[src/rtl/adc_result_seq.sv]
module adc_result_seq #(
  parameter int DATA_W = 10,
  parameter int NSLOT  = 8,
  localparam int IDX_W = $clog2(NSLOT),
  localparam int LEN_W = $clog2(NSLOT) + 1
) (
  input  logic                    clk,
  input  logic                    rst_n,
  input  logic                    start_i,
  input  logic [LEN_W-1:0]        seq_len_i,
  input  logic                    repeat_i,
  input  logic                    queue_mode_i,
  input  logic                    done_i,
  input  logic [DATA_W-1:0]       done_data_i,
  input  logic                    rd_en_i,
  input  logic [IDX_W-1:0]        rd_idx_i,
  input  logic                    ovr_we_i,
  input  logic                    ovr_wdata_i,
  output logic [NSLOT*DATA_W-1:0] result_o,
  output logic [NSLOT-1:0]        ccf_o,
  output logic [IDX_W-1:0]        conv_cnt_o,
  output logic                    overrun_o
);

  logic [DATA_W-1:0] res_q [NSLOT];
  logic [NSLOT-1:0]  ccf_q;
  logic [IDX_W-1:0]  cc_q;
  logic [LEN_W-1:0]  len_q, dcnt_q;
  logic              active_q, rep_q, ovr_q;

  wire [LEN_W-1:0] len_dec = (seq_len_i == '0 || seq_len_i > LEN_W'(NSLOT)) ?
                             LEN_W'(NSLOT) : seq_len_i;
  wire acc  = done_i && active_q && !start_i;
  wire last = (dcnt_q == LEN_W'(len_q - 1'b1));

  always_ff @(posedge clk or negedge rst_n) begin
    if (!rst_n) begin
      for (int k = 0; k < NSLOT; k++) res_q[k] <= '0;
      ccf_q    <= '0;
      cc_q     <= '0;
      len_q    <= LEN_W'(NSLOT);
      dcnt_q   <= '0;
      active_q <= 1'b0;
      rep_q    <= 1'b0;
      ovr_q    <= 1'b0;
    end else if (start_i) begin
      active_q <= 1'b1;
      len_q    <= len_dec;
      rep_q    <= repeat_i;
      dcnt_q   <= '0;
      ccf_q    <= '0;
      ovr_q    <= 1'b0;
      if (!queue_mode_i) cc_q <= '0;
    end else begin
      if (rd_en_i) ccf_q[rd_idx_i] <= 1'b0;
      if (ovr_we_i && ovr_wdata_i) ovr_q <= 1'b0;
      if (acc && ccf_q[cc_q]) ovr_q <= 1'b1;
      if (acc) begin
        res_q[cc_q] <= done_data_i;
        ccf_q[cc_q] <= 1'b1;
        if (last) begin
          dcnt_q   <= '0;
          active_q <= rep_q;
          cc_q     <= queue_mode_i ? IDX_W'(cc_q + 1'b1) : '0;
        end else begin
          dcnt_q <= LEN_W'(dcnt_q + 1'b1);
          cc_q   <= IDX_W'(cc_q + 1'b1);
        end
      end
    end
  end

  for (genvar g = 0; g < NSLOT; g++) begin : g_flat
    assign result_o[g*DATA_W +: DATA_W] = res_q[g];
  end

  assign ccf_o      = ccf_q;
  assign conv_cnt_o = cc_q;
  assign overrun_o  = ovr_q;

  assert_slot_write_R1: assert property (@(posedge clk) disable iff (!rst_n)
    acc |=> ccf_o[$past(conv_cnt_o)]);
  assert_ptr_step_R2: assert property (@(posedge clk) disable iff (!rst_n)
    acc |=> (conv_cnt_o == IDX_W'($past(conv_cnt_o) + 1'b1)) || (conv_cnt_o == '0));
  assert_start_clear_R3: assert property (@(posedge clk) disable iff (!rst_n)
    start_i |=> (ccf_o == '0) && !overrun_o);
  assert_start_ptr_R3: assert property (@(posedge clk) disable iff (!rst_n)
    start_i && !queue_mode_i |=> conv_cnt_o == '0);
  assert_idle_ignore_R4: assert property (@(posedge clk) disable iff (!rst_n)
    !active_q && !start_i |=> $stable(result_o) && $stable(conv_cnt_o));
  assert_read_clear_R6: assert property (@(posedge clk) disable iff (!rst_n)
    rd_en_i && !start_i && !(acc && conv_cnt_o == rd_idx_i) |=> !ccf_o[$past(rd_idx_i)]);
  assert_ovr_set_R7: assert property (@(posedge clk) disable iff (!rst_n)
    acc && ccf_o[conv_cnt_o] |=> overrun_o);
  assert_ovr_hold_R8: assert property (@(posedge clk) disable iff (!rst_n)
    overrun_o && !start_i && !(ovr_we_i && ovr_wdata_i) |=> overrun_o);

endmodule

[config.mk]
export PLATFORM = sky130hd
export DESIGN_NAME = adc_result_seq
export DESIGN_NICKNAME = d
export VERILOG_FILES = /design/src/rtl/adc_result_seq.sv
export SDC_FILE = /design/constraint.sdc
export NUM_CORES = 1
export LEC_CHECK = 0
export BUFFER_PORTS_ARGS = -buffer_cell sky130_fd_sc_hd__buf_2
export CAP_MARGIN = 0
export CORE_UTILIZATION = 25
export DETAILED_ROUTE_END_ITERATION = 10
export PLACE_DENSITY_LB_ADDON = 0.2
export SYNTH_ARGS = -nofsm -noshare
export SYNTH_HDL_FRONTEND = slang
export SYNTH_SLANG_ARGS = --single-unit
[constraint.sdc]
create_clock -name clk -period 3.65 [get_ports clk]
set_clock_uncertainty 0.15 [all_clocks]
set_input_delay 0.73 -clock clk [delete_from_list [all_inputs] [get_ports clk]]
set_output_delay 0.73 -clock clk [all_outputs]
set_load 0.05 [all_outputs]
### After elaboration in Yosys (flattened, before gate mapping)

Index checks and enable logic that the tools add are counted.
W data, S select, Z words.

| operators by class | value |
|---|---|
| add/subtract/negate cells | 3 |
| $lt $le $gt $ge | 7 |
| eq/ne operators | 2 |
| mux-type cells | 28 |
| bitwise gates (word level) | 5 |
| reduce and logical (&&, ||, !) cells | 16 |

Operator list:

| operator | number |
|---|---|
| $bwmux W80 | 1 |
| $mux W8 | 4 |
| $demux W10 S3 | 1 |
| $mux W4 | 4 |
| $mux W3 | 5 |
| $mux W10 | 1 |
| $mux W1 | 9 |
| $and A8 B8 Y8 | 1 |
| $lt A3 B4 Y1 const B | 2 |
| $not A8 Y8 | 1 |
| $or A8 B8 Y8 | 1 |
| $logic_and A1 B1 Y1 | 7 |
| $demux W1 S3 | 2 |
| $ge A3 B1 Y1 const B | 2 |
| $reduce_and A2 Y1 | 3 |
| $add A4 B1 Y4 const B | 1 |
| $eq A4 B4 Y1 | 1 |
| $ge A4 B4 Y1 const B | 1 |
| $gt A4 B4 Y1 const B | 1 |
| $logic_not A4 Y1 | 1 |
| $lt A4 B1 Y1 const B | 1 |
| $not A3 Y4 | 1 |
| $reduce_bool A2 Y1 | 2 |
| $sub A4 B1 Y4 const B | 1 |
| 7 further kinds | 7 |

| storage, ports and cells | value |
|---|---|
| register bits | 102 |
| logic and storage cells | 76 |

### Logic depth before layout (Yosys ltp)

Gate-level depths: netlist of the first run.

| logic depth | value |
|---|---|
| depth in word-level cells | 11 |
| mapped depth | 6 |
| gate-level depth less buffers | 6 |

### Worst setup path before layout of the first run

Ideal clock, no wire load.

| timing path | value |
|---|---|
| path type | in2reg |
| from | in start_i |
| to | reg res_q, in the netlist result_o[20] |
| arrival | 1,668 ps |
| slack | 1,707 ps |
| stages on the path | 5 |
| buffers on the path | 2 |
| cells stage by stage | buf_2 > nor2_8 > nand3_1 > buf_2 > mux2_2 |

| between the ends | value |
|---|---|
| longest elaborated chain between the ends | 3 |
| elaborated cells between the ends (all ways) | 4 |
| those cells by class | bitwise (1); reduce/logical (3) |

Ends and longest elaborated chain:

| element | RTL line | RTL |
|---|---|---|
| start: declaration | 9 | `input logic start_i,` |
| $logic_not A1 Y1 | 33 | `wire acc = done_i && active_q && !start_i;` |
| $logic_and A1 B1 Y1 | 33 |  |
| $reduce_and A2 Y1 (no line) * | - |  |
| end signal: indexed assignment | 59 | `res_q[cc_q] <= done_data_i;` |
| end: declaration | 25 | `logic [DATA_W-1:0] res_q [NSLOT];` |

Mark *: on every way between the ends. The rest lies on a longest branch, timed or not.
A chain may end at the register's enable or synchronous reset.

### Final worst setup path of the first run

| timing path | value |
|---|---|
| from | reg cc_q[0] (netlist: conv_cnt_o[0]) |
| to | reg res_q, in the netlist result_o[34] |

| between the ends | value |
|---|---|
| longest elaborated chain between the ends | 6 |
| elaborated cells between the ends (all ways) | 7 |
| those cells by class | order compare (2); mux (3); bitwise (1); reduce/logical (1) |

Ends and longest elaborated chain:

| element | RTL line | RTL |
|---|---|---|
| start: declaration | 27 | `logic [IDX_W-1:0] cc_q;` |
| start signal: assignment | 64 | `cc_q <= queue_mode_i ? IDX_W'(cc_q + 1'b1) : '0;` |
| start signal: assignment | 67 | `cc_q <= IDX_W'(cc_q + 1'b1);` |
| $not A3 Y4 (implied by the code) * | 59 |  |
| $ge A4 B4 Y1 (implied by the code) or $lt A4 B1 Y1 (tied branches) | 59 |  |
| $logic_and A1 B1 Y1 (implied by the code) | 59 |  |
| $mux W10 (implied by the code) | 59 |  |
| $demux W10 S3 * | 59 |  |
| $bwmux W80 * | 59 |  |

Marks and branches as above.

==> results.tsv, run 1 <==
metric	value	unit
core box area	16120	µm²
most common cell after layout, fill and taps aside	buf_2	
initial antenna violation count	0	
DIE HEIGHT	131.4	µm
Root Buffer	clkbuf_16	
fin nets	443	
slowest stage cell, crit path	dfrtp_1	
I/O pin count	118	
critical path class	reg -> reg	
CP Launch Type	flip-flop	
Final TNS setup	0	ps
Syn Inst Count	298	
P&R area growth vs syn	26.68	%
setup violators final	0	
syn avg cell area	14.04	µm²
drt total wl	11120	µm
vias in the first global route	2949	
worst-skew pair later-pin latency	350	ps
vias per cell	4.420	
WP buf/inv	1	
starting density of the core	25.95	%
worst-margin pin slew	777.6	ps
die area	17250	µm²
DR iter-0 viols	91	
Worst slew margin	48.02	%
PortBufs	117	
Synth async-reset ratio	100.0	%
Antenna Nets Post-Route	0	
layout cells sized above 1	52.98	%
crit path cell chain	inv_1, nor2_1, nand3_1, mux2_2	
synth warn	0	
CTS Buf Count	9	
CTS tree	yes	
vias	2807	
Placer Congestion	0.7901	
Worst setup EP type	flip-flop	
Worst Hold Class	in -> async	
Congestion Overflow GR	0	
synthesized cell area	4183	µm²
fin cells	635	
power density cells	947.3	nW/µm²
Slew Limit Fails	0	
DP Cell Count	619	
Post CTS Setup Buffer Count	0	
Fin. Hold Viols	0	
CP Max Fanout	12	
FF-to-FF setup slack	1350	ps
total track usage	13.64	%
hold_buf cts	0	
H-tree levels	3	
FF+latch count, synth	102	
Die W	131.4	µm
reg2reg start	conv_cnt_o[0]$_DFFE_PN0P_	
worst path arrival time	2390	ps
post-synthesis sequential area ratio	61.05	%
Antenna Cells	0	
Max clock buf depth	2	
Detailed Routing Iterations Pass 1	4	
final HPWL from detailed placement	7706	µm
Peak VDD IR	0.0004686	V
Worst EP required	3730	ps
Fmax	434.2	MHz
Post-Synthesis Net Count	327	
EDFF count, synth	0	
clock-pin transition on the worst setup and hold timing paths	70	ps
clk sink count	102	
delay of the slowest critical-path stage	670	ps
FF-to-FF path depth	4	
pin count of the biggest net entering global routing	64	
RSZ-0062 raised after global routing	no	
Leakage	2.682	nW
Yosys cell types	39	
Max-cap violations	0	
crit path time final	2303	ps
Worst setup startpoint	conv_cnt_o[0]$_DFFE_PN0P_	
family with the most delay on the worst path	simple AND/OR/NAND/NOR gates	
Routed wire per std cell	17.52	µm
status	complete, no violations	
fin crit share	63.09	%
most frequent cells in the layout	buf_2, dfrtp_1, mux2_2	
primary flip-flop cell chosen by synthesis mapping	dfrtp_1	
post-cts sizing count	0	
Worst R2R End	result_o[34]$_DFFE_PN0P_	
Residual DRC	0	
row count	46	
first-pass GRT wire length	17690	µm
## worst max-delay path by stage
stage / endpoint / slack (ps) / cells after the start
floorplan: result_o[20]$_DFFE_PN0P_ / 1710 / 5
global placement: result_o[32]$_DFFE_PN0P_ / 1100 / 4
detailed placement: result_o[34]$_DFFE_PN0P_ / 1090 / 4
CTS: result_o[34]$_DFFE_PN0P_ / 1290 / 4
global route: result_o[34]$_DFFE_PN0P_ / 1160 / 4
finish: result_o[34]$_DFFE_PN0P_ / 1350 / 4
## cells in the mapped netlist (all sizes together), types with 2 or more instances
| master | count | share of area, % |
|---|---|---|
| buf | 13 | 2.0 |
| ha | 3 | 0.90 |
| o31ai | 3 | 0.54 |
| nand2 | 18 | 1.8 |
| inv | 4 | 0.36 |
| nor2 | 9 | 1.2 |
| mux2 | 81 | 22 |
| a21oi | 11 | 1.3 |
| mux2i | 2 | 0.48 |
| nor3 | 5 | 0.87 |
| o22ai | 3 | 0.45 |
| nand3 | 7 | 0.96 |
| nand2b | 3 | 0.45 |
| nand4 | 2 | 0.30 |
| o21ai | 10 | 1.2 |
| a211oi | 2 | 0.36 |
| xor2 | 4 | 0.84 |
| xnor2 | 4 | 0.84 |
| dfrtp | 101 | 60 |
## stage by stage
step	util [%]	hold slack (ps)	power, W	instance area, µm²	worst slack, ps
detailed placement	30.92	336.9	0.004031	4982	1085
global route	32.88	246.2	0.005257	5299	1163
finish	32.88	213.1	0.005020	5299	1347
CTS	32.88	220.0	0.005090	5299	1292
floorplan	-	284.4	0.003446	4183	1707
global placement	30.92	333.4	0.004010	4982	1099
## cell families after synthesis
family	synth area share [%]
flip-flops	61.05
multiplexers	22.82
AND/OR/NAND/NOR	6.342
AO/OA/AOI/OAI	4.786
buffers and inverters	2.423
XOR/XNOR	1.675
adder cells (fa/ha/maj)	0.8975
## routing by layer
layer	GRT usage (%)	share of wire [%]
met2	21.16	46
met4	3.682	1.0
met3	5.247	6.8
met1	17.67	46
met5	0	0
## area by class of cell
class                   count  area [µm²]
inverters                   4       15.01
clock buffers              11       252.7
clock inverters             5       63.81
multi-input cells         178        1528
well taps                 216       270.3
fillers                  1687       10820
flip-flops and latches    102        2554
repair buffers            119       615.6
## flip-flops by register name, summed over array words and instances, names as in the netlist
name,count
result_o,80
ccf_o,8
len_q,4
rep_q,1
active_q,1
conv_cnt_o,3
dcnt_q,4
overrun_o,1
## where the power goes
part | switching, W | total [W] | internal [W] | leakage (nW)
Clock | 0.000452 | 0.00103 | 0.000579 | 0.158
Combinational | 0.00168 | 0.00226 | 0.000579 | 1.20
Sequential | 0.000239 | 0.00173 | 0.00150 | 1.32
(Power assumes the default switching activity.)
==> run 2: changes to the inputs <==
--- a/config.mk
+++ b/config.mk
@@ -5,6 +5,7 @@
 export SDC_FILE = /design/constraint.sdc
 export NUM_CORES = 1
 export LEC_CHECK = 0
+export ABC_AREA = 1
 export BUFFER_PORTS_ARGS = -buffer_cell sky130_fd_sc_hd__buf_2
 export CAP_MARGIN = 0
 export CORE_UTILIZATION = 25
==> constraint.sdc (replaced) <==
create_clock -name clk -period 2.09 [get_ports clk]
set_clock_uncertainty 0.15 [all_clocks]
set_input_delay 0.418 -clock clk [delete_from_list [all_inputs] [get_ports clk]]
set_output_delay 0.418 -clock clk [all_outputs]
set_load 0.05 [all_outputs]
==> run 2 against run 1 <==
Hold slack worse by 290 ps. Count of clock-buffer cells in the layout down 2. Flip-flop and latch count unchanged. Area after synthesis down 2.2%. Largest power group is now registers. The flow now finishes with violations (hold timing). Register-to-register slack worse by 1000 ps. Clock power up 69%. Global-route usage up 0.88 points. Combinational power up 12%. Wire length up 2.7%.
==> results.tsv, run 2 <==
metric	value	unit
Detailed Routing Iterations Pass 1	4	
initial antenna violation count	0	
Antenna Cells	0	
Max clock buf depth	2	
Max-cap violations	0	
Residual DRC	0	
Placer Congestion	0.7893	
first-pass GRT wire length	18170	µm
Simple-Gate Fraction of Synth Area	16.20	%
sequential power share	38.5	%
fin crit share	94.23	%
synthesized cell area	4093	µm²
CTS tree	yes	
max reg flops	80	
largest family of logic cells by synthesized area	simple AND/OR/NAND/NOR gates	
layout cells sized above 1	27.42	%
syn avg cell area	9.540	µm²
failing checks	hold timing	
Post CTS Setup Buffer Count	0	
FF+latch count, synth	102	
worst-margin pin slew	610.4	ps
Fmax	507.8	MHz
Routed wire per std cell	14.97	µm
Hold Slack	-74.84	ps
Leakage	2.761	nW
Switching Power	0.003048	W
drt total wl	11420	µm
starting density of the core	25.67	%
power density cells	1331	nW/µm²
final HPWL from detailed placement	8138	µm
family with the most delay on the worst path	flip-flops	
area share of the largest cell type after synthesis	61.75	%
setup violators final	0	
Logic pwr share	36.4	%
die area	16890	µm²
Final TNS setup	0	ps
fin nets	572	
Worst Hold Class	in -> async	
Worst EP required	1520	ps
CP Max Fanout	13	
Worst slew margin	59.31	%
vias in the first global route	3186	
fin cells	763	
most frequent cells in the layout	nand2_1, buf_2, dfrtp_1	
core box area	15940	µm²
post-synthesis mux area share	0	%
PortBufs	117	
Antenna Nets Post-Route	0	
Int Pwr	0.003868	W
DIE HEIGHT	130.0	µm
Root Buffer	clkbuf_16	
critical path class	reg -> out	
I/O pin count	118	
Slew Limit Fails	0	
post-cts sizing count	0	
Yosys top cell by area	dfrtp_1	
primary flip-flop cell chosen by synthesis mapping	dfrtp_1	
FF-to-FF setup slack	340	ps
P&R area growth vs syn	26.99	%
post-synthesis sequential area ratio	62.40	%
vias per cell	4.266	
CP Launch Type	flip-flop	
post-synthesis xor/xnor area fraction	0.6420	%
Sw Ratio	44.07	%
clk sink count	102	
adder-cell share of the synthesized area	0.9172	%
post-synthesis compound-gate area fraction	13.97	%
Post-Synthesis Net Count	458	
Util after Layout	32.60	%
count leader, synth	nand2_1	
DP Cell Count	748	
delay of the slowest critical-path stage	670	ps
synth top area cells	dfrtp_1, nand2_1, o21ai_0, o21ai_1, inv_1	
total track usage	14.52	%
slowest stage cell, crit path	dfrtp_1	
CTS Buf Count	9	
most common cell after layout, fill and taps aside	nand2_1	
EDFF count, synth	0	
H-tree levels	3	
Worst setup EP type	output port	
Peak VDD IR	0.0006324	V
status	finished with violations	
Fin. Hold Viols	28	
DR iter-0 viols	170	
synth warn	0	
hold_buf cts	0	
crit path time final	1969	ps
pin count of the biggest net entering global routing	103	
RSZ-0062 raised after global routing	no	
Die W	130.0	µm
clock-pin transition on the worst setup and hold timing paths	70	ps
Congestion Overflow GR	0	
most frequent cells after synthesis	nand2_1, dfrtp_1, o21ai_0, inv_1, o21ai_1	
row count	46	
Yosys cell types	27	
crit path cell chain	buf_2	
Clk pwr share	25.1	%
worst path arrival time	1400	ps
Syn Inst Count	429	
WP buf/inv	1	
Synth async-reset ratio	100.0	%
worst-skew pair later-pin latency	350	ps
vias	3255	
run 2: power groups by stage:
| stage | logic, W | clock network, W | registers, W |
|---|---|---|---|
| finish | 0.00252 | 0.00174 | 0.00266 |
| global route | 0.00269 | 0.00187 | 0.00272 |
| CTS | 0.00255 | 0.00180 | 0.00267 |
| detailed placement | 0.00255 | 0 | 0.00270 |
| global placement | 0.00253 | 0 | 0.00270 |
| floorplan | 0.000493 | 0 | 0.00406 |
run 2: cells by family after synthesis:
| group | Yosys count |
|---|---|
| simple gates | 155 |
| compound gates | 112 |
| flops | 102 |
| buf+inv | 54 |
| xor+xnor | 3 |
| fa+ha+maj | 3 |
run 2: final timing paths:
path                                           start                   endpoint  cells after the start
min                                            rst_n      overrun_o$_DFFE_PN0P_                      2
min reg2reg                 result_o[42]$_DFFE_PN0P_   result_o[42]$_DFFE_PN0P_                      2
min in group clk                            repeat_i          rep_q$_DFFE_PN0P_                      3
max reg2reg                     len_q[0]$_DFFE_PN0P_  conv_cnt_o[2]$_DFFE_PN0P_                     11
max                        conv_cnt_o[0]$_DFFE_PN0P_              conv_cnt_o[0]                      1
max in group asynchronous                      rst_n   result_o[29]$_DFFE_PN0P_                      2
run 2: stage by stage:
step                area [µm²]  setup WS (ps)  power [W]
floorplan                 4093          415.3   0.004552
global placement          4895          250.2   0.005228
detailed placement        4895          181.0   0.005250
CTS                       5197          95.13   0.007025
global route              5197          51.29   0.007287
finish                    5197          120.6   0.006915
run 2: metal layers:
metal	up-vias	GRT usage, %	wire length [µm]
met2	95	22.24	5056
met3	10	5.822	877
met1	1531	19.12	5387
met4	0	3.488	102
met5	-	0	0
li1	1619	-	-
run 2: final cells by class:
class	instances	area [µm²]
clock buffers	9	225.2
clock inverters	6	77.57
fillers	1677	10750
inverters	35	133.9
multi-input cells	273	1299
flip-flops and latches	102	2554
well taps	216	270.3
repair buffers	122	638.1
